**src/rtl/cmon_pkg.sv**
```systemverilog
package cmon_pkg;

   typedef enum logic [1:0] {
      PH_BREQ = 2'd0,
      PH_EREQ = 2'd1,
      PH_BRSP = 2'd2,
      PH_ERSP = 2'd3
   } phase_e;

   typedef enum logic [2:0] {
      ST_FREE    = 3'd0,
      ST_REQ     = 3'd1,
      ST_REQ_END = 3'd2,
      ST_RESP    = 3'd3,
      ST_DONE    = 3'd4
   } slot_st_e;

   localparam int NERR       = 10;
   localparam int E_ORDER    = 0;
   localparam int E_DUP      = 1;
   localparam int E_MULTI    = 2;
   localparam int E_LATE     = 3;
   localparam int E_DMI_INIT = 4;
   localparam int E_DMI_OWN  = 5;
   localparam int E_ADDR     = 6;
   localparam int E_ORPHAN   = 7;
   localparam int E_TIMEOUT  = 8;
   localparam int E_OVERFLOW = 9;

endpackage

```
**src/rtl/cmon_rule_eval.sv**
```systemverilog
module cmon_rule_eval
   import cmon_pkg::*;
#(
   parameter int ADDR_W = 32,
   parameter int IDX_W  = 2
) (
   input  logic              ev_valid_i,
   input  phase_e            ev_phase_i,
   input  logic [ADDR_W-1:0] ev_addr_i,
   input  logic              ev_dmi_i,
   input  logic              ev_done_i,
   input  logic              two_phase_i,
   input  logic              busy_i,
   input  logic              hit_i,
   input  logic [IDX_W-1:0]  hit_idx_i,
   input  slot_st_e          hit_st_i,
   input  logic [ADDR_W-1:0] hit_addr_i,
   input  logic              hit_dmi_i,
   input  logic              free_ok_i,
   input  logic [IDX_W-1:0]  free_idx_i,
   output logic [NERR-1:0]   err_set_o,
   output logic              wr_en_o,
   output logic [IDX_W-1:0]  wr_idx_o,
   output slot_st_e          wr_st_o,
   output logic              wr_load_o,
   output logic              wr_dmi_o,
   output logic              start_o
);

   phase_e exp_ph;
   phase_e prev_ph;
   logic   tgt_ph;

   assign tgt_ph = (ev_phase_i == PH_EREQ) || (ev_phase_i == PH_BRSP);

   always_comb begin
      unique case (hit_st_i)
         ST_REQ: begin
            exp_ph  = two_phase_i ? PH_BRSP : PH_EREQ;
            prev_ph = PH_BREQ;
         end
         ST_REQ_END: begin
            exp_ph  = PH_BRSP;
            prev_ph = PH_EREQ;
         end
         ST_RESP: begin
            exp_ph  = PH_ERSP;
            prev_ph = PH_BRSP;
         end
         default: begin
            exp_ph  = PH_BREQ;
            prev_ph = PH_BREQ;
         end
      endcase
   end

   always_comb begin
      err_set_o = '0;
      wr_en_o   = 1'b0;
      wr_idx_o  = hit_idx_i;
      wr_st_o   = ST_FREE;
      wr_load_o = 1'b0;
      wr_dmi_o  = hit_dmi_i;
      start_o   = 1'b0;
      if (ev_valid_i) begin
         if (ev_phase_i == PH_BREQ) begin
            if (busy_i)   err_set_o[E_MULTI]    = 1'b1;
            if (ev_dmi_i) err_set_o[E_DMI_INIT] = 1'b1;
            if (hit_i && hit_st_i != ST_DONE) begin
               if (hit_st_i == ST_REQ) err_set_o[E_DUP]   = 1'b1;
               else                    err_set_o[E_ORDER] = 1'b1;
            end else if (!busy_i) begin
               if (hit_i) begin
                  wr_en_o  = 1'b1;
                  wr_idx_o = hit_idx_i;
               end else if (free_ok_i) begin
                  wr_en_o  = 1'b1;
                  wr_idx_o = free_idx_i;
               end else begin
                  err_set_o[E_OVERFLOW] = 1'b1;
               end
               wr_st_o   = ST_REQ;
               wr_load_o = wr_en_o;
               wr_dmi_o  = ev_dmi_i;
               start_o   = wr_en_o;
            end
         end else if (!hit_i) begin
            err_set_o[E_ORPHAN] = 1'b1;
         end else if (hit_st_i == ST_DONE) begin
            err_set_o[E_LATE] = 1'b1;
         end else if (two_phase_i &&
                      (ev_phase_i == PH_EREQ || ev_phase_i == PH_ERSP)) begin
            err_set_o[E_ORDER] = 1'b1;
         end else begin
            if (tgt_ph && (ev_addr_i != hit_addr_i)) err_set_o[E_ADDR]    = 1'b1;
            if (!tgt_ph && (ev_dmi_i != hit_dmi_i))  err_set_o[E_DMI_OWN] = 1'b1;
            if (ev_phase_i == exp_ph) begin
               wr_en_o  = 1'b1;
               wr_idx_o = hit_idx_i;
               if (tgt_ph) wr_dmi_o = ev_dmi_i;
               unique case (ev_phase_i)
                  PH_EREQ: wr_st_o = ST_REQ_END;
                  PH_BRSP: wr_st_o = two_phase_i ? ST_FREE : ST_RESP;
                  default: wr_st_o = ST_FREE;
               endcase
               if (tgt_ph && ev_done_i && (wr_st_o != ST_FREE)) wr_st_o = ST_DONE;
            end else if (ev_phase_i == prev_ph) begin
               err_set_o[E_DUP] = 1'b1;
            end else begin
               err_set_o[E_ORDER] = 1'b1;
            end
         end
      end
   end

endmodule

```
**config.mk**
```make
export PLATFORM = sky130hd
export DESIGN_NAME = cmon_rule_eval
export DESIGN_NICKNAME = d
export VERILOG_FILES = /design/src/rtl/cmon_pkg.sv /design/src/rtl/cmon_rule_eval.sv
export SDC_FILE = /design/constraint.sdc
export NUM_CORES = 1
export LEC_CHECK = 0
export ABC_AREA = 1
export BUFFER_PORTS_ARGS = -buffer_cell sky130_fd_sc_hd__buf_2
export CAP_MARGIN = 20
export CORE_ASPECT_RATIO = 1.5
export CORE_MARGIN = 4
export CORE_UTILIZATION = 40
export DETAILED_ROUTE_END_ITERATION = 7
export MAX_ROUTING_LAYER = met4
export PLACE_DENSITY = 0.93
export SETUP_SLACK_MARGIN = 0.2
export SLEW_MARGIN = 25
export SYNTH_ARGS = -nofsm -noshare
export SYNTH_HDL_FRONTEND = slang
export SYNTH_SLANG_ARGS = --single-unit
```
**constraint.sdc**
```tcl
create_clock -name vclk -period 2.5
set_input_delay 0.5 -clock vclk [all_inputs]
set_output_delay 0.5 -clock vclk [all_outputs]
set_load 0.02 [all_outputs]
```
* Word level (Yosys, flattened, before mapping)
Cells that the tools add are included.
** Word-level totals
- Logic and storage cells :: 102
- Output and inout bits :: 19
- Input bits :: 81
- Register bits :: 0
** Cells by class
- Muxes and demuxes :: 79
- Equal/unequal tests :: 12
- Reduce and logical (&&, ||, !) cells :: 11
** Operators with widths (count)
- 1-bit 2-to-1 mux :: 45
- 3-bit 2-to-1 mux :: 14
- 2-bit 2-to-1 mux :: 16
- 32-bit inequality test :: 1
- 8-bit 2-to-1 mux :: 1
- 2-bit one-hot mux with 2 select lines :: 2
- 3-bit by 2-bit equality test with 1-bit output (second input constant) :: 2
- 1-bit logical AND :: 6
- 2-bit one-hot mux with 3 select lines :: 1
- 2-bit equality test :: 2
- 2-bit equality test (second input constant) :: 2
- 3-bit by 1-bit equality test with 1-bit output (second input constant) :: 1
- 3-bit equality test (second input constant) :: 1
- 3-bit inequality test (second input constant) :: 1
- 3-bit nonzero test :: 1
- 2-bit by 1-bit equality test with 1-bit output (second input constant) :: 1
- 2-bit zero test :: 1
- 1-bit logical OR :: 2
- 1-bit zero test :: 1
- 1-bit inequality test :: 1

* Longest topological paths before layout
Gate-level depths: netlist of run 1.
- Word-level depth :: 18
- Depth in mapped cells :: 10
- Gate-level depth less buffers :: 10

* Worst setup path before layout of run 1
OpenSTA, ideal clock, no wires.
- Path kind :: input to output
- Start point :: input port ev_phase_i[1]
- End point :: output port err_set_o[5]
- Setup slack :: 0.163 ns
- Buffers on the path :: 0
- Data required time :: 2.000 ns
- Cell stages on the path :: 5
- Data arrival time :: 1.837 ns
- Cells stage by stage :: inv_1 -> ha_1 -> nor2_1 -> inv_1 -> nor4_1
** Between the ends
- Word-level cells in the longest chain between the ends :: 10
- Elaborated cells on any way between the ends :: 15
- Those cells by class :: eq/ne: 3; mux: 6; reduce/logical: 6
** Ends and longest elaborated chain
- start: declaration :: line cmon_rule_eval.sv:8 : input phase_e ev_phase_i,
- 2-bit by 1-bit equality test with 1-bit output / 2-bit equality test (equally long branches) :: line cmon_rule_eval.sv:34, cmon_rule_eval.sv:92
- 1-bit logical OR :: line cmon_rule_eval.sv:34 : assign tgt_ph = (ev_phase_i == PH_EREQ) || (ev_phase_i == PH_BRSP);
- 1-bit zero test :: line cmon_rule_eval.sv:96 : if (!tgt_ph && (ev_dmi_i != hit_dmi_i)) err_set_o[E_DMI_OWN] = 1'b1;
- 1-bit logical AND :: line cmon_rule_eval.sv:96
- 1-bit 2-to-1 mux :: line cmon_rule_eval.sv:96
- 2-bit 2-to-1 mux :: line cmon_rule_eval.sv:91 : end else if (two_phase_i &&
- 2-bit 2-to-1 mux :: line cmon_rule_eval.sv:89 : end else if (hit_st_i == ST_DONE) begin
- 2-bit 2-to-1 mux :: line cmon_rule_eval.sv:87 : end else if (!hit_i) begin
- 3-bit 2-to-1 mux * :: line cmon_rule_eval.sv:66 : if (ev_phase_i == PH_BREQ) begin
- 8-bit 2-to-1 mux * :: line cmon_rule_eval.sv:65 : if (ev_valid_i) begin
- end: declaration :: line cmon_rule_eval.sv:21 : output logic [NERR-1:0] err_set_o,
Every way passes the cells marked *; elsewhere a longest branch is shown, timed or not.

* Final worst setup path of run 1
- Start point :: input port ev_phase_i[1]
- End point :: output port wr_st_o[1]
** Between the ends
- Word-level cells in the longest chain between the ends :: 17
- Elaborated cells on any way between the ends :: 25
- Those cells by class :: eq/ne: 4; mux: 14; reduce/logical: 7
** Ends and longest elaborated chain
- 2-bit equality test / 2-bit by 1-bit equality test with 1-bit output (equally long branches) :: line cmon_rule_eval.sv:34, cmon_rule_eval.sv:101, cmon_rule_eval.sv:92
- 2-bit one-hot mux with 2 select lines :: line cmon_rule_eval.sv:101 : unique case (ev_phase_i)
- 3-bit 2-to-1 mux :: line cmon_rule_eval.sv:97 : if (ev_phase_i == exp_ph) begin
- 3-bit 2-to-1 mux :: line cmon_rule_eval.sv:91
- 3-bit 2-to-1 mux :: line cmon_rule_eval.sv:89
- 3-bit 2-to-1 mux :: line cmon_rule_eval.sv:87
- 3-bit 2-to-1 mux :: line cmon_rule_eval.sv:66
- 3-bit 2-to-1 mux :: line cmon_rule_eval.sv:65
- 3-bit nonzero test :: line cmon_rule_eval.sv:106 : if (tgt_ph && ev_done_i && (wr_st_o != ST_FREE)) wr_st_o = ST_DONE;
- 1-bit logical AND :: line cmon_rule_eval.sv:106
- 3-bit 2-to-1 mux :: line cmon_rule_eval.sv:106
- 3-bit 2-to-1 mux :: line cmon_rule_eval.sv:97
- 3-bit 2-to-1 mux :: line cmon_rule_eval.sv:91
- 3-bit 2-to-1 mux :: line cmon_rule_eval.sv:89
- 3-bit 2-to-1 mux :: line cmon_rule_eval.sv:87
- 3-bit 2-to-1 mux * :: line cmon_rule_eval.sv:66
- 3-bit 2-to-1 mux * :: line cmon_rule_eval.sv:65
- end: declaration :: line cmon_rule_eval.sv:24 : output slot_st_e wr_st_o,
Every way passes the cells marked *; elsewhere a longest branch is shown, timed or not. The select of a mux whose other input is x is not followed.

==> qor.yml, run 1 <==
setup_path:
  critical_path_required_ns: 2.00
  crit_type: "primary input to output port"
  cp_cell_sequence: "buf_12 > inv_8 > ha_4 > o21ai_4 > nand3_2 > nor2_4 > nand2_2 > nor4_4 > buf_4"
  critPathMaxFanout: 5
  cp_slowest_stage_delay_ns: 0.27
  cp.arrival_ns: 1.75
  worstSetupEndpointType: "output port"
  cp_slowest_cell: "nor4_4"
  critPathLaunchType: "primary input"
timing:
  maxSlewViolCount: 0
  fmax_mhz: 444
  rsz0062_at_grt: "true"
  finalSetupTns_ns: 0
  setup_ws_ns: 0.247
  hold_violations: 0
  post-route-min-period_ns: 2.25
  period_share_pct: 90.1
  setup_viol: 0
  hold_slack_ns: 1.30
global_routing:
  grt_antenna_before_repair: 0
  gr-total-overflow: 0
  grt_max_degree: 7
  track_usage_pct: 18.1
  grt_first_pass_wirelength_um: 4500
  grt_pass1_vias: 1301
logic_synthesis:
  synth.distinct_cells: 28
  synth_warnings: 0
  yosysSeqAreaShare_pct: 0
  syn_inst: 157
  yosysTopAreaCellShare_pct: 20.3
  syn_area_um2: 951
  yosys.area.top_type: "xnor2_1"
  synth_most_common_cell: "nand2_1"
  netlist_top_cells_count: "nand2_1, xnor2_1, nor2_1"
  synth_fp_nets: 242
  syn_avg_cell_area_um2: 6.06
  yosys-top-cells-area: "xnor2_1, nand2_1, nor2_1, inv_1, nand3_1"
drt:
  drcViolationCount: 0
  postRouteWirelength_um: 3200
  viasPerCell: 4.93
  final_antenna_net_count: 0
  vias: 1386
  dr.pass1.iters: 4
  dr.first_iter.drc_count: 23
  wl_per_cell_um: 11.4
pwr:
  ir_drop_v: 0.000108
  pwr-share-clk_pct: 0
  power_density_mw_per_mm2: 163
  p_switching_w: 0.000134
  power_frac_seq_pct: 0
  internal_power_w: 0.000125
  swShare_pct: 51.6
  p_leak_nw: 0.849
  pwr-share-comb_pct: 100.0
cells_and_area:
  nets: 345
  antenna_cells: 0
  regArea_um2: 0
  fin_area_mm2: 0.00159
  clkbuf_count: 0
  nFlopsAndLatches: 0
  area_delta_synth_final_pct: 67.1
  fillers: 202
  multi_input_area_um2: 925
  drive_gt1_share_pct: 51.9
die:
  fp.dieArea_mm2: 0.00324
  io_pins: 100
  die-width_um: 47.8
  start_util_pct: 42.1
  core_area_mm2: 0.00226
  dieHeight_um: 67.7
  rows: 21
placed_design:
  dpl_cell_area_mm2: 0.00147
  hpwl_um: 2780
  routabilityCongestion: 0.868
  io_buffers: 99
  post-place-ws_ns: 0.0827
min_path:
  hp-start: "busy_i"
  min_path_type: "primary input to output port"
  min_to: "err_set_o[9]"
  worstHoldPathCells: 3
outcome:
  outcome: "finished clean"
run:
  cap_violations: 0
## per-layer routing
| metal | global-route usage, % | routed length (um) | vias to the layer above |
|---|---|---|---|
| met2 | 38.4 | 1880 | 69 |
| met4 | 3.70 | 44 | 0 |
| li1 | - | - | 703 |
| met5 | - | 0 | - |
| met3 | 0.267 | 304 | 6 |
| met1 | 15.9 | 970 | 608 |
## worst max path at each step
stage / from / endpoint / cells after the start
CTS: ev_phase_i[0] / wr_idx_o[0] / 8
global placement: ev_phase_i[1] / wr_st_o[1] / 9
global route: ev_phase_i[1] / wr_st_o[1] / 9
detailed placement: ev_phase_i[1] / wr_st_o[1] / 9
floorplan: ev_phase_i[1] / wr_st_o[1] / 7
finish: ev_phase_i[1] / wr_st_o[1] / 9
## worst max-delay path, delay by kind of cell
| kind | cells | cell delay (ns) |
|---|---|---|
| simple gates | 4 | 0.62 |
| fa+ha+maj | 1 | 0.16 |
| buf+inv | 3 | 0.32 |
| compound gates | 1 | 0.15 |
## cell usage in the layout, fill, tap and decap left out
| master | count |
|---|---|
| nor2_1 | 19 |
| nor4_1 | 1 |
| buf_2 | 96 |
| buf_4 | 5 |
| nand2_1 | 25 |
| nor4_4 | 1 |
| mux2_2 | 2 |
| o21ai_2 | 1 |
| xor2_1 | 7 |
| inv_8 | 1 |
| buf_12 | 1 |
| nand3_1 | 13 |
| nor2_4 | 3 |
| ha_1 | 1 |
| nand3_2 | 4 |
| nand2_2 | 4 |
| nor3_1 | 2 |
| inv_2 | 3 |
| nand4_4 | 1 |
| o21ai_0 | 2 |
| nand4_1 | 4 |
| nor2_2 | 1 |
| ha_4 | 3 |
| o21ai_4 | 1 |
| or2_2 | 3 |
| conb_1 | 1 |
| a21oi_2 | 1 |
| inv_1 | 17 |
| a21oi_1 | 9 |
| xnor2_1 | 22 |
| nor3_2 | 1 |
| buf_6 | 1 |
| o211ai_1 | 1 |
| nor4_2 | 1 |
## logic make-up (layout without fill, tap and decap cells)
logic type / after synthesis / in the layout / share of synthesized area (%)
buffers and inverters: 23 / 124 / 9.87
AO/OA/AOI/OAI: 15 / 15 / 10.1
XOR/XNOR: 29 / 29 / 26.7
adder cells (fa/ha/maj): 4 / 4 / 5.26
AND/OR/NAND/NOR: 83 / 83 / 45.3
other: 1 / 1 / 0.394
multiplexers: 2 / 2 / 2.37
## repair_timing
action	in CTS	in global routing
hold buffers	0	0
hold endpoints to repair	0	0
resized for setup	6	18
pin swaps	1	4
endpoints found under the setup margin	5	5
buffers inserted	1	2
## layout make-up
cell class | instances | share of cell area [%]
inverters | 21 | 5.43
multi-input cells | 134 | 58.2
well taps | 23 | 1.81
repair buffers | 103 | 34.6
## stage by stage
stage	total power, W	cells	utilization [%]
final	0.000259	281	70.3
after global placement	0.000229	278	65.2
after global routing	0.000285	281	70.3
after detailed placement	0.000236	278	65.2
after floorplan	0.000131	157	-
after CTS	0.000241	279	66.3
## power by group through the flow
stage | clock (W) | combinational (W) | sequential (W)
floorplan | 0 | 0.000131 | 0
global placement | 0 | 0.000229 | 0
detailed placement | 0 | 0.000236 | 0
CTS | 0 | 0.000241 | 0
global route | 0 | 0.000285 | 0
finish | 0 | 0.000259 | 0
Note: power is estimated with default switching activity, not from simulation.
==> run 2, diff against run 1 <==
--- a/config.mk
+++ b/config.mk
@@ -5,15 +5,14 @@
 export SDC_FILE = /design/constraint.sdc
 export NUM_CORES = 1
 export LEC_CHECK = 0
-export ABC_AREA = 1
 export BUFFER_PORTS_ARGS = -buffer_cell sky130_fd_sc_hd__buf_2
 export CAP_MARGIN = 20
 export CORE_ASPECT_RATIO = 1.5
 export CORE_MARGIN = 4
-export CORE_UTILIZATION = 40
+export CORE_UTILIZATION = 38
 export DETAILED_ROUTE_END_ITERATION = 7
 export MAX_ROUTING_LAYER = met4
-export PLACE_DENSITY = 0.93
+export PLACE_DENSITY = 0.94
 export SETUP_SLACK_MARGIN = 0.2
 export SLEW_MARGIN = 25
 export SYNTH_ARGS = -nofsm -noshare
==> qor.yml, run 2 <==
pwr:
  p_leak_nw: 0.820  # -3.4%
  total_power_w: 0.000297  # +15%
  power_density_mw_per_mm2: 169  # +3.8%
  ir_drop_v: 0.000116  # +7.8%
logic_synthesis:
  syn_area_um2: 830  # -13%
  yosysSeqAreaShare_pct: 0  # unchanged
  synth.distinct_cells: 37  # +32%
  yosys.area.top_type: "xnor2_1"
  syn_avg_cell_area_um2: 7.09  # +17%
  synth_warnings: 0  # unchanged
  yosys-top-cells-area: "xnor2_1, ha_1, nand4_1, o21ai_0, nor2_1"
  synth_fp_nets: 202  # -17%
  yosysTopAreaCellShare_pct: 34.8  # +15 points
  synth_most_common_cell: "xnor2_1"
  syn_inst: 117  # -25%
  netlist_top_cells_count: "xnor2_1, nand4_1, nor2_1"
setup_path:
  cp.arrival_ns: 1.99  # +0.24 ns
  cp_slowest_cell: "or3b_4"
  path_buf_inv: 2  # -1
  critPathTopFamily: "compound AO/OA/AOI/OAI gates"
  critPathLaunchType: "primary input"
  worstSetupEndpointType: "output port"
  critPathLaunch: "hit_st_i[1]"
  critPathMaxFanout: 6  # +1
  cp_cell_sequence: "buf_8 > or3b_4 > a211o_1 > o21bai_2 > a41oi_2 > a311oi_4 > buf_6"
  cp_slowest_stage_delay_ns: 0.42  # +0.15 ns
  critical_path_required_ns: 2.00  # about the same
  crit_type: "primary input to output port"
drt:
  drcViolationCount: 0  # unchanged
  dr.first_iter.drc_count: 54  # +130%
  postRouteWirelength_um: 4340  # +36%
  final_antenna_net_count: 0  # unchanged
  wl_per_cell_um: 17.3  # +52%
  dr.pass1.iters: 4  # unchanged
  vias: 1376  # -0.72%
  viasPerCell: 5.48  # +11%
cells_and_area:
  antenna_cells: 0  # unchanged
  most-common-layout-cells: "buf_2, xnor2_1, buf_4"
  nets: 316  # -8.4%
  utilization_pct: 85.5  # +15 points
  fillers: 116  # -43%
  drive_gt1_share_pct: 66.4  # +14 points
  regArea_um2: 0  # unchanged
  mostFrequentLayoutCell: "buf_2"
  area_delta_synth_final_pct: 112
  clkbuf_count: 0  # unchanged
  nFlopsAndLatches: 0  # unchanged
global_routing:
  track_usage_pct: 22.4  # +4.4 points
  grt_pass1_vias: 1243  # -4.5%
  gr-total-overflow: 0  # unchanged
  grt_antenna_before_repair: 0  # unchanged
  grt_max_degree: 11  # +4
  grt_first_pass_wirelength_um: 5080  # +13%
clocking:
  holdBufCountCts: 0  # unchanged
die:
  fp.dieArea_mm2: 0.00301  # -7.0%
  dieHeight_um: 65.2  # -3.7%
  io_pins: 100  # unchanged
  start_util_pct: 40.4  # -1.7 points
  core_area_mm2: 0.00205  # -9.2%
  die-width_um: 46.2  # -3.5%
  rows: 20  # -4.8%
timing:
  maxSlewViolCount: 0  # unchanged
  fmax_mhz: 402  # -9.5%
  hold_violations: 0  # unchanged
  period_share_pct: 99.6  # +9.5 points
  rsz0062_at_grt: "true"
  post-route-min-period_ns: 2.49  # +0.237 ns
  setup_viol: 0  # unchanged
outcome:
  outcome: "finished clean"
min_path:
  hp-start: "ev_done_i"
  min_path_type: "primary input to output port"
run:
  cap_violations: 0  # unchanged
placed_design:
  hpwl_um: 3120  # +12%
  io_buffers: 99  # unchanged
  routabilityCongestion: 0.925  # +6.5%
run 2: changes by cell type after synthesis, sizes merged, moves of 4 or more:
cell	delta
nand2	-24
nand3	-16
nor2	-16
inv	-15
xnor2	+11
a21oi	-7
xor2	-7
nor2b	+4
run 2: cell families (layout without fill, tap and decap cells):
group                    Yosys count  after routing  synth area share [%]
multiplexers                       2              2                  2.71
AO/OA/AOI/OAI                     19             19                  16.1
XOR/XNOR                          33             33                  34.8
other                              1              1                 0.452
adder cells (fa/ha/maj)            4              4                  6.03
AND/OR/NAND/NOR                   48             48                  34.4
buffers and inverters             10            122                  5.43
run 2: per-stage QoR:
step / instances / area [um2] / setup slack (ns) / TNS (ns) / hold slack, ns
final: 251 / 1760 / 0.00990 / 0 / 1.31
after global routing: 251 / 1760 / -0.0501 / -0.0501 / 1.33
after CTS: 244 / 1520 / 0.0272 / 0 / 1.29
after detailed placement: 242 / 1440 / -0.00996 / -0.00996 / 1.29
after global placement: 242 / 1440 / -0.00725 / -0.00725 / 1.29
after floorplan: 117 / 878 / 0.178 / 0 / 1.05
run 2: routing by layer:
metal  global-route usage [%]  up-vias  part of all wire (%)
met5                        -        -                     0
met4                     7.47        0                   2.7
met3                     2.47       12                    11
met2                     45.2      100                    57
met1                     19.7      623                    30
li1                         -      641                     -
run 2: power by group:
part           internal, W  leakage [nW]  switching (W)
clock network            0             0              0
registers                0             0              0
logic             0.000158         0.820       0.000139
total             0.000158         0.820       0.000139
run 2: timing repair:
action,CTS,global route
setup endpoints to repair,12,12
pin swaps,2,12
setup buffers,2,7
resized for setup,21,46
run 2: cell type report:
cell class	count	area (um2)	area share, %
inverter	6	25.0	1.43
multi-input combinational	107	986	56.2
timing repair buffer	116	717	40.8
tap	22	27.5	1.57
run 2: path summary, 6_finish.rpt:
path | endpoint | cells after the start
max | wr_dmi_o | 7
min | wr_st_o[1] | 3
==> run 3, diff against run 2 <==
--- a/config.mk
+++ b/config.mk
@@ -11,6 +11,7 @@
 export CORE_MARGIN = 4
 export CORE_UTILIZATION = 38
 export DETAILED_ROUTE_END_ITERATION = 7
+export GPL_TIMING_DRIVEN = 0
 export MAX_ROUTING_LAYER = met4
 export PLACE_DENSITY = 0.94
 export SETUP_SLACK_MARGIN = 0.2
==> qor.yml, run 3 (same netlist as run 2, synthesis figures left out) <==
cells_and_area:
  fillers: 113  # -2.6%
  nFlopsAndLatches: 0  # unchanged
  most-common-layout-cells: "buf_2, xnor2_1, buf_4"
  antenna_cells: 0  # unchanged
  multi_input_area_mm2: 0.00101  # +2.4%
  utilization_pct: 88.3  # +2.7 points
  mostFrequentLayoutCell: "buf_2"
  area_delta_synth_final_pct: 118
  drive_gt1_share_pct: 65.7  # -0.72 points
  regArea_um2: 0  # unchanged
  clkbuf_count: 0  # unchanged
  nets: 317  # +0.32%
  fin_area_mm2: 0.00181  # +3.2%
timing:
  maxSlewViolCount: 0  # unchanged
  post-route-min-period_ns: 2.49  # +0.000739 ns
  period_share_pct: 99.6  # about the same
  setup_viol: 0  # unchanged
  rsz0062_at_grt: "true"
  fmax_mhz: 401  # about the same
  hold_violations: 0  # unchanged
  finalSetupTns_ns: 0  # unchanged
drt:
  viasPerCell: 5.58  # +1.8%
  final_antenna_net_count: 0  # unchanged
  drcViolationCount: 0  # unchanged
  dr.pass1.iters: 4  # unchanged
  vias: 1407  # +2.3%
  dr.first_iter.drc_count: 54  # unchanged
  wl_per_cell_um: 17.9  # +3.8%
  postRouteWirelength_um: 4520  # +4.2%
die:
  core_area_mm2: 0.00205  # unchanged
  fp.dieArea_mm2: 0.00301  # unchanged
  io_pins: 100  # unchanged
  start_util_pct: 40.4  # unchanged
  dieHeight_um: 65.2  # unchanged
  rows: 20  # unchanged
  die-width_um: 46.2  # unchanged
global_routing:
  met3_usage_pct: 4.38  # +1.9 points
  grt_use_met2_pct: 55.0  # +9.8 points
  grt_pass1_vias: 1338  # +7.6%
  grt_antenna_before_repair: 0  # unchanged
  track_usage_pct: 26.8  # +4.4 points
  grtUsageMet1_pct: 23.5  # +3.8 points
  gr-total-overflow: 0  # unchanged
  grt_max_degree: 10  # -1
  grt_first_pass_wirelength_um: 5980  # +18%
  grt.busiest_layer: "met2"
placed_design:
  routabilityCongestion: 0.805  # -13%
  hpwl_um: 3030  # -3.0%
  io_buffers: 98  # -1.0%
  dpl_cell_area_mm2: 0.00140  # -2.9%
setup_path:
  critPathLaunchType: "primary input"
  cp_cell_sequence: "buf_8 > or3b_4 > a21oi_1 > nor2b_1 > a211oi_1 > a311oi_4 > buf_6"
  worstSetupEndpointType: "output port"
  critPathMaxFanout: 4  # -2
  cp_slowest_cell: "or3b_4"
  critical_path_required_ns: 2.00  # about the same
  cp.arrival_ns: 1.99  # about the same
  cp_slowest_stage_delay_ns: 0.42  # about the same
  crit_type: "primary input to output port"
pwr:
  pwr-share-clk_pct: 0  # unchanged
  p_leak_nw: 0.848  # +3.4%
  internal_power_w: 0.000160  # +1.3%
  power_frac_seq_pct: 0  # unchanged
  ir_drop_v: 0.000126  # +8.6%
  power_density_mw_per_mm2: 168  # -0.49%
  p_switching_w: 0.000145  # +4.3%
  pwr-share-comb_pct: 100.0  # about the same
  swShare_pct: 47.4  # +0.74 points
run:
  cap_violations: 0  # unchanged
min_path:
  worstHoldPathCells: 3  # unchanged
  min_path_type: "primary input to output port"
outcome:
  outcome: "finished clean"
==> run 3: changes by cell type in the layout (fill, tap and decap cells not counted), moves of 2 or more <==
cell	previous run	this run
buf_8	1	4
mux2_2	2	0
mux2_4	0	2
buf_4	17	19
buf_2	86	81
==> run 3: timing repair <==
action	CTS	global route
gates resized for setup	50	28
hold buffers	0	0
pin swaps	12	12
buffers inserted	11	4
endpoints found under the setup margin	13	13
==> run 3: area by class of cell <==
cell class	count	share of cell area, %
plain buffers	4	1.86
inverters	6	1.52
multi-input cells	107	55.7
well taps	22	1.52
repair buffers	113	39.4
==> run 3: power by group through the flow <==
stage               Clock [W]  Sequential [W]  Combinational, W
floorplan                   0               0          0.000118
global placement            0               0          0.000213
detailed placement          0               0          0.000220
CTS                         0               0          0.000271
global route                0               0          0.000324
finish                      0               0          0.000305
==> run 3: worst max-delay path, delay by kind of cell <==
family | cells | cell delay [ns]
buffers and inverters | 2 | 0.25
AO/OA/AOI/OAI | 3 | 0.73
AND/OR/NAND/NOR | 2 | 0.50
==> run 3: final timing paths <==
check | startpoint | to | slack, ns
worst min-delay path | ev_done_i | wr_st_o[1] | 1.30
worst max-delay path | hit_st_i[0] | wr_dmi_o | 0.009
==> run 3: routing by layer <==
metal / vias to the layer above / part of all wire [%] / wire length (um)
li1: 643 / - / -
met1: 645 / 29 / 1330
met2: 105 / 55 / 2510
met3: 14 / 12 / 537
met4: 0 / 3.3 / 150
met5: - / 0 / 0
==> run 3: per-stage QoR <==
step                instances  total power (W)  worst slack, ns  hold slack, ns
finish                    252         0.000305          0.00916            1.30
global route              252         0.000324          -0.0613            1.32
CTS                       248         0.000271          0.00414            1.30
detailed placement        237         0.000220           -0.162            1.30
global placement          237         0.000213           -0.156            1.29
floorplan                 117         0.000118            0.178            1.05
